File: config.mk
export PLATFORM = sky130hd
export DESIGN_NAME = moesi_snoop_ctrl
export DESIGN_NICKNAME = d
export VERILOG_FILES = /design/src/rtl/moesi_pkg.sv /design/src/rtl/moesi_line_store.sv /design/src/rtl/moesi_cpu_side.sv /design/src/rtl/moesi_snoop_side.sv /design/src/rtl/moesi_snoop_ctrl.sv
export SDC_FILE = /design/constraint.sdc
export NUM_CORES = 1
export LEC_CHECK = 0
export ABC_CLOCK_PERIOD_IN_PS = 6600
export BUFFER_PORTS_ARGS = -buffer_cell sky130_fd_sc_hd__buf_2
export CORE_ASPECT_RATIO = 0.75
export CORE_MARGIN = 2
export CORE_UTILIZATION = 29
export DETAILED_ROUTE_END_ITERATION = 10
export PLACE_DENSITY = 0.45
export SYNTH_ARGS = -nofsm -noshare
export SYNTH_HDL_FRONTEND = slang
export SYNTH_SLANG_ARGS = --single-unit
File: constraint.sdc
create_clock -name clk -period 6.6 [get_ports clk]
set_input_delay 0.66 -clock clk [delete_from_list [all_inputs] [get_ports clk]]
set_output_delay 0.66 -clock clk [all_outputs]
set_load 0.1 [all_outputs]
File: src/rtl/moesi_pkg.sv
package moesi_pkg;
   typedef enum logic [2:0] {
      LS_INV = 3'd0,
      LS_SHR = 3'd1,
      LS_EXC = 3'd2,
      LS_OWN = 3'd3,
      LS_MOD = 3'd4
   } line_st_e;

   typedef enum logic [1:0] {
      BC_NONE = 2'd0,
      BC_RDM  = 2'd1,
      BC_WRM  = 2'd2,
      BC_INV  = 2'd3
   } bus_cmd_e;
endpackage

File: src/rtl/moesi_line_store.sv
module moesi_line_store
   import moesi_pkg::*;
#(
   parameter int IDX_W = 3,
   parameter int TAG_W = 5
) (
   input  logic             clk,
   input  logic             rst_n,
   input  logic [IDX_W-1:0] ra_idx,
   output logic [TAG_W-1:0] ra_tag,
   output line_st_e         ra_st,
   input  logic [IDX_W-1:0] rb_idx,
   output logic [TAG_W-1:0] rb_tag,
   output line_st_e         rb_st,
   input  logic             wr_en,
   input  logic [IDX_W-1:0] wr_idx,
   input  logic [TAG_W-1:0] wr_tag,
   input  line_st_e         wr_st
);
   localparam int LINES = 1 << IDX_W;

   line_st_e         st_q  [LINES];
   logic [TAG_W-1:0] tag_q [LINES];

   always_ff @(posedge clk) begin
      if (!rst_n) begin
         for (int i = 0; i < LINES; i++) st_q[i] <= LS_INV;
      end else if (wr_en) begin
         st_q[wr_idx] <= wr_st;
      end
   end

   always_ff @(posedge clk) begin
      if (wr_en) tag_q[wr_idx] <= wr_tag;
   end

   assign ra_tag = tag_q[ra_idx];
   assign ra_st  = st_q[ra_idx];
   assign rb_tag = tag_q[rb_idx];
   assign rb_st  = st_q[rb_idx];
endmodule

File: src/rtl/moesi_cpu_side.sv
module moesi_cpu_side
   import moesi_pkg::*;
#(
   parameter int TAG_W = 5
) (
   input  logic             cpu_valid,
   input  logic             cpu_write,
   input  logic [TAG_W-1:0] cpu_tag,
   input  logic [TAG_W-1:0] line_tag,
   input  line_st_e         line_st,
   input  logic             bus_grant,
   input  logic             shared_in,
   input  logic             snp_valid,
   output logic             bus_req,
   output bus_cmd_e         bus_cmd,
   output logic             cpu_ack,
   output logic             wb_valid,
   output logic             upd_en,
   output line_st_e         upd_st
);
   logic hit, need_bus, dirty, upgrade;

   always_comb begin
      hit      = (line_st != LS_INV) && (line_tag == cpu_tag);
      upgrade  = hit && cpu_write && (line_st == LS_SHR || line_st == LS_OWN);
      need_bus = !hit || upgrade;
      dirty    = (line_st == LS_MOD) || (line_st == LS_OWN);

      bus_req  = cpu_valid && need_bus;
      if (!bus_req)       bus_cmd = BC_NONE;
      else if (hit)       bus_cmd = BC_INV;
      else if (cpu_write) bus_cmd = BC_WRM;
      else                bus_cmd = BC_RDM;

      cpu_ack  = cpu_valid && (need_bus ? bus_grant : !snp_valid);
      wb_valid = cpu_ack && !hit && dirty;

      upd_en = 1'b0;
      upd_st = line_st;
      if (cpu_ack) begin
         if (!hit) begin
            upd_en = 1'b1;
            upd_st = cpu_write ? LS_MOD : (shared_in ? LS_SHR : LS_EXC);
         end else if (cpu_write && line_st != LS_MOD) begin
            upd_en = 1'b1;
            upd_st = LS_MOD;
         end
      end
   end
endmodule

File: src/rtl/moesi_snoop_side.sv
module moesi_snoop_side
   import moesi_pkg::*;
#(
   parameter int TAG_W        = 5,
   parameter bit SUPPLY_CLEAN = 1'b1
) (
   input  logic             snp_valid,
   input  bus_cmd_e         snp_cmd,
   input  logic [TAG_W-1:0] snp_tag,
   input  logic [TAG_W-1:0] line_tag,
   input  line_st_e         line_st,
   output logic             present,
   output logic             supply,
   output logic             upd_en,
   output line_st_e         upd_st
);
   logic can_supply;

   generate
      if (SUPPLY_CLEAN) begin : g_clean_src
         assign can_supply = (line_st == LS_MOD) || (line_st == LS_OWN) || (line_st == LS_EXC);
      end else begin : g_dirty_src
         assign can_supply = (line_st == LS_MOD) || (line_st == LS_OWN);
      end
   endgenerate

   always_comb begin
      present = snp_valid && (line_st != LS_INV) && (line_tag == snp_tag);
      supply  = present && (snp_cmd == BC_RDM || snp_cmd == BC_WRM) && can_supply;
      upd_st  = line_st;
      case (snp_cmd)
         BC_RDM: begin
            if (line_st == LS_MOD)      upd_st = LS_OWN;
            else if (line_st == LS_EXC) upd_st = LS_SHR;
         end
         BC_WRM, BC_INV: upd_st = LS_INV;
         default: upd_st = line_st;
      endcase
      upd_en = present && (upd_st != line_st);
   end
endmodule

File: src/rtl/moesi_snoop_ctrl.sv
module moesi_snoop_ctrl
   import moesi_pkg::*;
#(
   parameter int ADDR_W       = 8,
   parameter int IDX_W        = 3,
   parameter bit SUPPLY_CLEAN = 1'b1
) (
   input  logic              clk,
   input  logic              rst_n,
   input  logic              cpu_valid,
   input  logic              cpu_write,
   input  logic [ADDR_W-1:0] cpu_addr,
   output logic              cpu_ack,
   output logic              bus_req,
   output logic [1:0]        bus_cmd,
   output logic [ADDR_W-1:0] bus_addr,
   input  logic              bus_grant,
   input  logic              shared_in,
   input  logic              snp_valid,
   input  logic [1:0]        snp_cmd,
   input  logic [ADDR_W-1:0] snp_addr,
   output logic              snp_shared,
   output logic              snp_supply,
   output logic              snp_abort,
   output logic              wb_valid,
   output logic [ADDR_W-1:0] wb_addr
);
   localparam int TAG_W = ADDR_W - IDX_W;

   generate
      if (IDX_W < 1 || IDX_W >= ADDR_W) begin : g_bad_idx
         $error("moesi_snoop_ctrl: IDX_W must be in 1..ADDR_W-1");
      end
   endgenerate

   logic [IDX_W-1:0] c_idx, s_idx;
   logic [TAG_W-1:0] c_tag, s_tag, c_line_tag, s_line_tag;
   line_st_e         c_line_st, s_line_st, c_upd_st, s_upd_st, wr_st;
   logic             c_upd_en, s_upd_en, wr_en;
   logic [IDX_W-1:0] wr_idx;
   logic [TAG_W-1:0] wr_tag;
   bus_cmd_e         c_cmd;

   assign c_idx = cpu_addr[IDX_W-1:0];
   assign c_tag = cpu_addr[ADDR_W-1:IDX_W];
   assign s_idx = snp_addr[IDX_W-1:0];
   assign s_tag = snp_addr[ADDR_W-1:IDX_W];

   moesi_line_store #(.IDX_W(IDX_W), .TAG_W(TAG_W)) u_store (
      .clk    (clk),
      .rst_n  (rst_n),
      .ra_idx (c_idx),
      .ra_tag (c_line_tag),
      .ra_st  (c_line_st),
      .rb_idx (s_idx),
      .rb_tag (s_line_tag),
      .rb_st  (s_line_st),
      .wr_en  (wr_en),
      .wr_idx (wr_idx),
      .wr_tag (wr_tag),
      .wr_st  (wr_st)
   );

   moesi_cpu_side #(.TAG_W(TAG_W)) u_cpu (
      .cpu_valid (cpu_valid),
      .cpu_write (cpu_write),
      .cpu_tag   (c_tag),
      .line_tag  (c_line_tag),
      .line_st   (c_line_st),
      .bus_grant (bus_grant),
      .shared_in (shared_in),
      .snp_valid (snp_valid),
      .bus_req   (bus_req),
      .bus_cmd   (c_cmd),
      .cpu_ack   (cpu_ack),
      .wb_valid  (wb_valid),
      .upd_en    (c_upd_en),
      .upd_st    (c_upd_st)
   );

   moesi_snoop_side #(.TAG_W(TAG_W), .SUPPLY_CLEAN(SUPPLY_CLEAN)) u_snp (
      .snp_valid (snp_valid),
      .snp_cmd   (bus_cmd_e'(snp_cmd)),
      .snp_tag   (s_tag),
      .line_tag  (s_line_tag),
      .line_st   (s_line_st),
      .present   (snp_shared),
      .supply    (snp_supply),
      .upd_en    (s_upd_en),
      .upd_st    (s_upd_st)
   );

   // A snooped change and a local change never meet in one cycle: the
   // granted cache is not snooped and bus-free hits stall during snoops.
   always_comb begin
      wr_en  = s_upd_en || c_upd_en;
      wr_idx = s_upd_en ? s_idx      : c_idx;
      wr_tag = s_upd_en ? s_line_tag : c_tag;
      wr_st  = s_upd_en ? s_upd_st   : c_upd_st;
   end

   assign bus_cmd   = c_cmd;
   assign bus_addr  = cpu_addr;
   assign snp_abort = snp_supply;
   assign wb_addr   = {c_line_tag, c_idx};
endmodule

# After elaboration in Yosys (flattened, before gate mapping)
# Memory sizes are Yosys's and may differ from the RTL's.
# Cells that the tools add are included.
[classes] n_eq_ne=13 n_reduce_logical=26 muxes=26
[op_table] operator="$mux W3" n=10
[op_table] operator="$logic_and A1 B1 Y1" n=13
[op_table] operator="$eq A5 B5 Y1" n=2
[op_table] operator="$mux W1" n=10
[op_table] operator="$eq A3 B2 Y1 const B" n=3
[op_table] operator="$mux W2" n=4
[op_table] operator="$logic_or A1 B1 Y1" n=7
[op_table] operator="$eq A3 B3 Y1 const B" n=2
[op_table] operator="$pmux W3 S2" n=1
[op_table] operator="$reduce_bool A3 Y1" n=2
[op_table] operator="$mux W5" n=1
[op_table] operator="$eq A2 B2 Y1 const B" n=2
[op_table] operator="$eq A3 B1 Y1 const B" n=1
[op_table] operator="$ne A3 B3 Y1" n=1
[op_table] operator="$ne A3 B3 Y1 const B" n=1
[op_table] operator="$reduce_or A3 Y1" n=1
[op_table] operator="$eq A2 B1 Y1 const B" n=1
[op_table] operator="$logic_not A1 Y1" n=2
[op_table] operator="$reduce_or A2 Y1" n=1
[totals] register_bits=0 ramBits=64 wordCells=67 out_inout_bits=24 memories=2 input_bits=25
[memory_table] memory="u_store.tag_q" words=8 width=5 read_ports=2 rd_ports_with_merged_regs=0 write_ports=1 line_no="moesi_line_store.sv:23" rtl="logic [TAG_W-1:0] tag_q [LINES];"
[memory_table] memory="u_store.st_q" words=8 width=3 read_ports=2 rd_ports_with_merged_regs=0 write_ports=8 line_no="moesi_line_store.sv:22" rtl="line_st_e st_q [LINES];"

# Longest topological paths before layout
# Gate-level depths: netlist of run 1.
# An unclocked memory read counts as a cell.
[logic_depth] depth_word=15 mapped_depth=13 depth_no_buf=9

# By module
# From an unflattened synthesis of run 1, not the netlist that was laid out.
[unflattened] hier_cells=271 area_unflattened_um2=4120.2
[modules_own_cells] module="moesi_line_store" cells_per_inst=180 instances=1 area_each_um2=3304.4
[modules_own_cells] module="moesi_snoop_side" cells_per_inst=29 instances=1 area_each_um2=281.5
[modules_own_cells] module="moesi_cpu_side" cells_per_inst=37 instances=1 area_each_um2=269.0
[modules_own_cells] module="moesi_snoop_ctrl" cells_per_inst=25 instances=1 area_each_um2=265.3

# Worst setup path before layout of run 1
# OpenSTA, ideal clock, no wires.
[synth_timing] kind="input to output" startpoint="in cpu_addr[0]" endpoint="out wb_valid" n_path_buf=2 path_slack_ns=1.656 required_ns=5.940 arrival_time_ns=4.284 stages=8 cell_sequence="buf_6 buf_6 mux2_1 o22a_1 and3_4 o211a_4 a31oi_1 a21boi_0"
[synth_between] elab_chain_cells=10 word_cells_on_any_way=18
[synth_lines] element="from (decl)" line_no="moesi_snoop_ctrl.sv:12" rtl="input logic [ADDR_W-1:0] cpu_addr,"
[synth_lines] element="$mem_v2 Z8 W5 / $mem_v2 Z8 W3 (equally long branches)"
[synth_lines] element="$eq A5 B5 Y1 / $reduce_bool A3 Y1 (equally long branches)" line_no="moesi_cpu_side.sv:24" rtl="hit = (line_st != LS_INV) && (line_tag == cpu_tag);"
[synth_lines] element="$logic_and A1 B1 Y1" line_no="moesi_cpu_side.sv:24"
[synth_lines] element="$logic_and A1 B1 Y1 (2 in series)" line_no="moesi_cpu_side.sv:25" rtl="upgrade = hit && cpu_write && (line_st == LS_SHR || line_st == LS_OWN);"
[synth_lines] element="$logic_or A1 B1 Y1" line_no="moesi_cpu_side.sv:26" rtl="need_bus = !hit || upgrade;"
[synth_lines] element="$mux W1" line_no="moesi_cpu_side.sv:35" rtl="cpu_ack = cpu_valid && (need_bus ? bus_grant : !snp_valid);"
[synth_lines] element="$logic_and A1 B1 Y1" line_no="moesi_cpu_side.sv:35"
[synth_lines] element="$logic_and A1 B1 Y1" line_no="moesi_cpu_side.sv:36" rtl="wb_valid = cpu_ack && !hit && dirty;"
[synth_lines] element="$logic_and A1 B1 Y1 *" line_no="moesi_cpu_side.sv:36"
[synth_lines] element="to (decl)" line_no="moesi_snoop_ctrl.sv:25" rtl="output logic wb_valid,"
# Mark *: on every way between the ends. The rest lies on a longest branch, timed or not.

# Final worst setup path of run 1
[layout_timing] startpoint="in cpu_addr[0]" endpoint="out cpu_ack"
[layout_between] elab_chain_cells=8 word_cells_on_any_way=14
[layout_lines] element="$mem_v2 Z8 W5 / $mem_v2 Z8 W3 (equally long branches)"
[layout_lines] element="$eq A5 B5 Y1 / $reduce_bool A3 Y1 (equally long branches)" line_no="moesi_cpu_side.sv:24"
[layout_lines] element="$logic_and A1 B1 Y1" line_no="moesi_cpu_side.sv:24"
[layout_lines] element="$logic_and A1 B1 Y1 (2 in series)" line_no="moesi_cpu_side.sv:25"
[layout_lines] element="$logic_or A1 B1 Y1 *" line_no="moesi_cpu_side.sv:26"
[layout_lines] element="$mux W1 *" line_no="moesi_cpu_side.sv:35"
[layout_lines] element="$logic_and A1 B1 Y1 *" line_no="moesi_cpu_side.sv:35"
[layout_lines] element="to (decl)" line_no="moesi_snoop_ctrl.sv:13" rtl="output logic cpu_ack,"
# Marks and branches as above.

==> results by group, run 1 <==
Floorplan
  • Placeable Area: 0.01370 mm2
  • Num ports: 49
  • Horiz. Die Dim: 140.7 um
  • Total number of placement rows: 37
  • Initial Utilization: 0.2964
  • Area enclosed by the die boundary: 0.01498 mm2
  • Chip Height: 106.5 um

Detailed routing
  • Post-detailed-route DRC marker count: 0
  • Routed vias: 2955
  • Antenna violation net count after detailed routing: 0
  • Average via count per standard cell: 5.482
  • Total iterations of the first detailed-routing run: 5
  • Total wire length after detailed routing: 12110 um
  • Routed length per placed instance: 22.46 um
  • First DRT Iteration DRCs: 367

Timing
  • Worst setup skew after layout: 0.007035 ns
  • Number of pins exceeding their max-slew limit in the final report: 0
  • Total setup violations reported at the end of the flow: 0
  • Setup total negative slack: 0 ns
  • Final number of hold-violating endpoints: 0
  • Unrepaired setup endpoints after global routing: false
  • Time the worst path needs with I/O delays and setup: 4.386 ns
  • Worst-case headroom to the max-slew limit: 0.3368
  • Transition time of the tightest slew-check pin: 0.9844 ns
  • Achievable clock frequency: 0.2280 GHz
  • Final Cycle Share: 0.6645

Global route
  • Largest net degree at the start of global routing: 29
  • Global-route wire length before repair: 18540 um
  • Number of antenna violations at the first check in global routing: 0
  • Total congestion overflow after global routing: 0
  • Overall Global Routing Usage: 0.1708
  • Vias in the first global route: 2824

Logic synthesis
  • Yosys top cell area share: 0.4732
  • Leading area contributor after synthesis: edfxtp_1
  • Async set-reset flop share out of synthesis: 0
  • EDFF count, synth: 64
  • Main area contributors after synthesis: edfxtp_1 (47%), mux4_2 (10%), mux2i_1 (3.7%), mux2_2 (3.0%), a211oi_1 (3.0%)
  • Number of library cell types mapped by synthesis: 56
  • Count of yosys warnings during synthesis: 0
  • Mapped cell area: 0.004061 mm2
  • Synthesized flop and latch total: 64
  • Mean cell area of the mapped netlist: 12.42 um2
  • Post-synthesis sequential area ratio: 0.4732
  • Dominant register cell in the synthesized netlist: edfxtp_1
  • Synthesized instance count: 327
  • Mapped Nets: 354

Hold path
  • Worst Hold Path Cells: 2
  • Hold Path Class: in2reg

Pwr
  • Power density over cell area: 252.4 mW/mm2
  • Static Leakage: 1.632 nW
  • Peak supply drop: 127.0 uV

Worst setup path
  • CP Max Fanout: 28
  • Reg2Reg Depth: 9
  • Worst Path Arrival: 3.73 ns
  • Sort of element at the end of the critical path: output pin
  • Startpoint kind of the worst setup timing path: input pin
  • Required time reported for the critical path endpoint: 5.94 ns
  • Kind of critical path: in2out

Cells and area
  • Most common library cell in the layout ignoring fill and taps: edfxtp_1
  • Most frequent cells in the layout: edfxtp_1 (64), buf_2 (48), nor2_1 (22)
  • Net count, final: 386
  • Area growth from synthesis to final layout: 13.59%
  • Fraction of layout instances using a drive strength above 1: 0.2912
  • Number of diodes: 0
  • Final instance count without filler cells: 539

Placed design
  • Dpl cells: 523
  • Routability congestion estimate: 0.8513
  • Total of buffers placed on input and output ports: 48
  • Post-DP HPWL: 9164 um

CTS
  • Number of buffers inserted during clock tree synthesis: 9
  • Maximum number of buffers from clock root to sink: 2
  • Post_cts resized: 0
  • Library cell used as clock root buffer: clkbuf_16
  • Clock-pin transition on the worst setup and hold timing paths: 0.05 ns
  • Skew-Pair Late Insertion Delay: 0.34 ns
  • Post-CTS setup-driven buffer insertion count: 0
  • CTS Hold Buffers Added: 0
  • H-tree level count: 3
  • CTS tree: yes
  • Clk sinks: 64

Outcome
  • Result of the run: completed

Flow run
  • Max-Cap Viols: 0
==> kinds of logic after synthesis <==
logic type,count (synthesis),synth area share
simple gates,82,0.1014
compound gates,77,0.1322
flops,64,0.4732
mux,57,0.2110
buf+inv,39,0.06130
xor+xnor,6,0.01479
fa+ha+maj,2,0.006160
==> power by group <==
| part | switching [mW] | internal (mW) | leakage [nW] |
|---|---|---|---|
| Combinational | 0.165 | 0.0636 | 0.882 |
| Clock | 0.179 | 0.290 | 0.140 |
| Sequential | 0.00672 | 0.460 | 0.610 |
==> routing by layer <==
metal  up-vias  global-route usage  wire length, um
met2       145              0.2178             4630
met3        13             0.06577             1121
li1       1340                   -                -
met5         -                   0                0
met4         0             0.04071              140
met1      1457              0.2649             6215
==> layout make-up <==
type / count / area, um2
inverters: 10 / 37.54
flip-flops and latches: 64 / 1922
well taps: 175 / 219.0
clock inverters: 6 / 60.06
multi-input cells: 224 / 1891
clock buffers: 10 / 229.0
repair buffers: 50 / 255.2
fillers: 1360 / 9090
==> synth_stat cells, types with 3 or more instances <==
library cell,count
and4b_1,3
mux2_2,11
o21ai_0,7
mux2i_1,15
o21ai_1,14
mux4_2,18
o22ai_1,7
inv_1,9
nor3_1,12
mux2_1,8
buf_6,5
buf_4,15
nor2b_1,3
a21oi_1,8
nand2_1,19
nor2_1,22
xnor2_1,3
nand3_1,4
edfxtp_1,64
buf_2,7
nand2b_1,6
a211oi_1,16
or3_1,3
==> path summary, 6_finish.rpt <==
| check | from | endpoint | slack (ns) |
|---|---|---|---|
| worst min register to register | u_store.tag_q[0][0]$_DFFE_PP_ | u_store.tag_q[1][0]$_DFFE_PP_ | 1.16 |
| worst max register to register | u_store.st_q[2][0]$_SDFFCE_PN0P_ | u_store.tag_q[1][4]$_DFFE_PP_ | 2.95 |
| worst max-delay path | cpu_addr[0] | cpu_ack | 2.21 |
| worst min-delay path | rst_n | u_store.st_q[2][1]$_SDFFCE_PN0P_ | 0.86 |
==> metrics by stage <==
step / worst slack, ns / hold WS [ns] / total power [mW] / cell area [um2] / util
floorplan: 1.656 / 0.9347 / 0.6513 / 4061 / -
global placement: 2.020 / 1.207 / 0.7034 / 4324 / 0.3156
detailed placement: 1.997 / 1.183 / 0.7021 / 4324 / 0.3156
CTS: 2.163 / 0.8534 / 1.170 / 4613 / 0.3367
global route: 1.999 / 0.8887 / 1.202 / 4613 / 0.3367
finish: 2.214 / 0.8616 / 1.164 / 4613 / 0.3367
==> flip-flops by register name (all words and copies together), names as in the netlist <==
register       cells
u_store.st_q      24
u_store.tag_q     40
==> critical path: stages <==
cell,delay (ns)
buf_2,0.58
mux4_2,0.61
mux2i_2,0.32
mux2i_1,0.28
nand2b_1,0.18
a41oi_2,0.12
and3b_1,0.45
buf_2,0.50
Note: power is estimated with default switching activity, not from simulation.
==> run 2, diff against run 1 <==
Settings changed: ABC_AREA set to 1, ABC_CLOCK_PERIOD_IN_PS 6600 to 3800, PLACE_DENSITY 0.45 to 0.46.
Clock period 6.6 ns to 3.8 ns, I/O delays scaled along.
==> run 2 against run 1 <==
Clock skew barely moved. Synthesized cell count rose by 87%. Register-to-register slack got worse by 1.9 ns. Critical path type unchanged. Largest power group unchanged.
==> results by group, run 2 <==
Detailed routing
  • Total wire length after detailed routing: 13480 um
  • Antenna violation net count after detailed routing: 0
  • Post-detailed-route DRC marker count: 0
  • Total iterations of the first detailed-routing run: 5
  • Routed vias: 4072
  • Average via count per standard cell: 4.768
  • First DRT Iteration DRCs: 312
  • Routed length per placed instance: 15.79 um

Cells and area
  • Fin util: 0.3388
  • Largest register FFs: 40
  • Number of diodes: 0
  • Registers with the most flip-flops: u_store.tag_q (40), u_store.st_q (24)
  • Count of filler cells inserted in the layout: 1617
  • Net count, final: 671
  • Most common library cell in the layout ignoring fill and taps: nand2_1
  • Top reg by flops: u_store.tag_q
  • Most frequent cells in the layout: nand2_1 (182), inv_1 (93), nand3_1 (73)
  • Fraction of layout instances using a drive strength above 1: 0.1649
  • Area growth from synthesis to final layout: 14.22%

Logic synthesis
  • Largest family of logic cells by synthesized area: simple AND/OR/NAND/NOR gates
  • Main area contributors after synthesis: edfxtp_1 (42%), nand2_1 (15%), nand3_1 (8.1%), inv_1 (7.7%), nor2_1 (4.6%)
  • Dominant register cell in the synthesized netlist: edfxtp_1
  • Synthesized flop and latch total: 64
  • Yosys top cell area share: 0.4242
  • Mean cell area of the mapped netlist: 7.391 um2
  • Number of library cell types mapped by synthesis: 31
  • Post-Synth Simple-Gate Area: 0.3331
  • Count of yosys warnings during synthesis: 0
  • Xor-xnor portion of the synthesized cell area: 0
  • Post-synthesis sequential area ratio: 0.4242
  • Synthesized-area fraction occupied by adder cells: 0.005523
  • Compound-gate portion of the synthesized area: 0.08893
  • Async set-reset flop share out of synthesis: 0
  • Mapped Nets: 640
  • Mapped cell area: 0.004531 mm2
  • Library cell with the highest instance count after synthesis: nand2_1
  • Leading area contributor after synthesis: edfxtp_1
  • Synthesized instance count: 613
  • Post-synth top cells: nand2_1 (182), inv_1 (93), nand3_1 (73)
  • EDFF count, synth: 64
  • Multiplexer share of the synthesized area: 0

Pwr
  • Power density over cell area: 414.9 mW/mm2
  • Combinational group share of total power: 0.209
  • Peak supply drop: 187.8 uV
  • Cell-internal power: 1.474 mW
  • Static Leakage: 2.454 nW
  • Switching part of the total power: 0.3132
  • Power consumption: 2.147 mW
  • Part of the total power dissipated in sequential elements: 0.375
  • Power spent charging and discharging nets: 0.6725 mW
  • Clock network fraction of total power: 0.416

Flow run
  • Max-Cap Viols: 0

Hold path
  • Hold Path Class: in2reg

Floorplan
  • Total number of placement rows: 39
  • Num ports: 49
  • Placeable Area: 0.01527 mm2
  • Horiz. Die Dim: 148.3 um
  • Initial Utilization: 0.2966
  • Chip Height: 112.2 um
  • Area enclosed by the die boundary: 0.01665 mm2

Timing
  • Setup total negative slack: 0 ns
  • Unrepaired setup endpoints after global routing: false
  • Worst setup skew after layout: 0.007205 ns
  • Post-Route Hold Slack: 0.4457 ns
  • Number of pins exceeding their max-slew limit in the final report: 0
  • Crit path setup slack, layout: 0.5795 ns
  • Final number of hold-violating endpoints: 0
  • Transition time of the tightest slew-check pin: 0.5441 ns
  • Total setup violations reported at the end of the flow: 0
  • Final Cycle Share: 0.8475
  • Achievable clock frequency: 0.3105 GHz
  • Worst-case headroom to the max-slew limit: 0.6367
  • Time the worst path needs with I/O delays and setup: 3.220 ns

Worst setup path
  • Required time reported for the critical path endpoint: 3.42 ns
  • Sort of element at the end of the critical path: output pin
  • CP Max Fanout: 30
  • Kind of critical path: in2out
  • Startpoint kind of the worst setup timing path: input pin
  • Worst Path Arrival: 2.84 ns

CTS
  • H-tree level count: 3
  • CTS Hold Buffers Added: 0
  • Number of buffers inserted during clock tree synthesis: 9
  • Skew-Pair Late Insertion Delay: 0.33 ns
  • Maximum number of buffers from clock root to sink: 2
  • CTS tree: yes
  • Clock-pin transition on the worst setup and hold timing paths: 0.06 ns
  • Clk sinks: 64
  • Library cell used as clock root buffer: clkbuf_16
  • Post_cts resized: 0
  • Post-CTS setup-driven buffer insertion count: 0

Placed design
  • Routability congestion estimate: 0.8720
  • Total of buffers placed on input and output ports: 48
  • Pre-CTS setup slack: 0.4794 ns
  • Post-DP HPWL: 10250 um

Global route
  • Overall Global Routing Usage: 0.1634
  • Number of antenna violations at the first check in global routing: 0
  • Vias in the first global route: 3599
  • Global-route wire length before repair: 20620 um
  • Total congestion overflow after global routing: 0
  • Largest net degree at the start of global routing: 39

Outcome
  • Result of the run: completed
run 2: changes by cell type in the layout (fill, tap and decap cells not counted), moves of 9 or more:
cell and change:
a211oi_1 -16, mux4_2 -18, o211ai_1 +11, a21oi_1 +10, nand2_2 +9, nor2_1 +34, nand3_1 +69, nand2_1 +163
mux2i_1 -15, inv_1 +84, o21ai_0 +14, nor3_1 -12, mux2_2 -11
run 2: worst paths after layout:
path                                                    start                             to  slack (ns)  depth (start not counted)
worst min-delay path                              cpu_addr[7]  u_store.tag_q[4][4]$_DFFE_PP_        0.45                          3
worst min register to register  u_store.tag_q[6][4]$_DFFE_PP_  u_store.tag_q[4][4]$_DFFE_PP_        1.04                          4
worst max-delay path                              cpu_addr[0]                       wb_valid        0.58                         15
worst max register to register  u_store.tag_q[2][4]$_DFFE_PP_  u_store.tag_q[3][1]$_DFFE_PP_        1.04                         13
run 2: stage by stage:
step,area [um2],cells
5_1_grt,5175,854
4_1_cts,5175,854
3_3_place_gp,4855,838
6_report,5175,854
2_1_floorplan,4562,613
3_5_place_dp,4855,838
run 2: per-layer routing:
layer  track usage  share of wire  vias up
li1              -              -     2016
met1        0.2525           0.52     1879
met2        0.2272           0.39      158
met3       0.03618          0.079       19
met4       0.04381          0.013        0
met5             0              0        -
run 2: cell type report:
type	instances	area [um2]	area share
multi-input cells	411	1968	0.3803
flip-flops and latches	64	1922	0.3714
inverters	100	377.9	0.07302
repair buffers	58	330.3	0.06383
well taps	205	256.5	0.04956
clock buffers	9	225.2	0.04352
clock inverters	7	95.09	0.01838
run 2: power groups by stage:
stage                     combinational [mW]  sequential (mW)  clock (mW)
after floorplan                        0.353            0.816           0
after global placement                 0.446            0.819           0
after detailed placement               0.446            0.819           0
after CTS                              0.447            0.805       0.902
after global routing                   0.488            0.806       0.927
final                                  0.450            0.805       0.893
run 2: cell families after synthesis:
logic type / count (synthesis)
simple gates: 340
buf+inv: 138
compound gates: 69
flops: 64
fa+ha+maj: 2
run 2: worst max-delay path, stage by stage:
cell	delay (ns)
buf_2	0.11
inv_2	0.40
nand2_1	0.11
nand3_1	0.10
nand3_1	0.20
nand3b_1	0.17
nand4_1	0.17
nor2_4	0.23
nand3_1	0.13
nand2_1	0.10
inv_1	0.07
nor2_4	0.14
inv_1	0.10
a211oi_4	0.20
buf_12	0.21
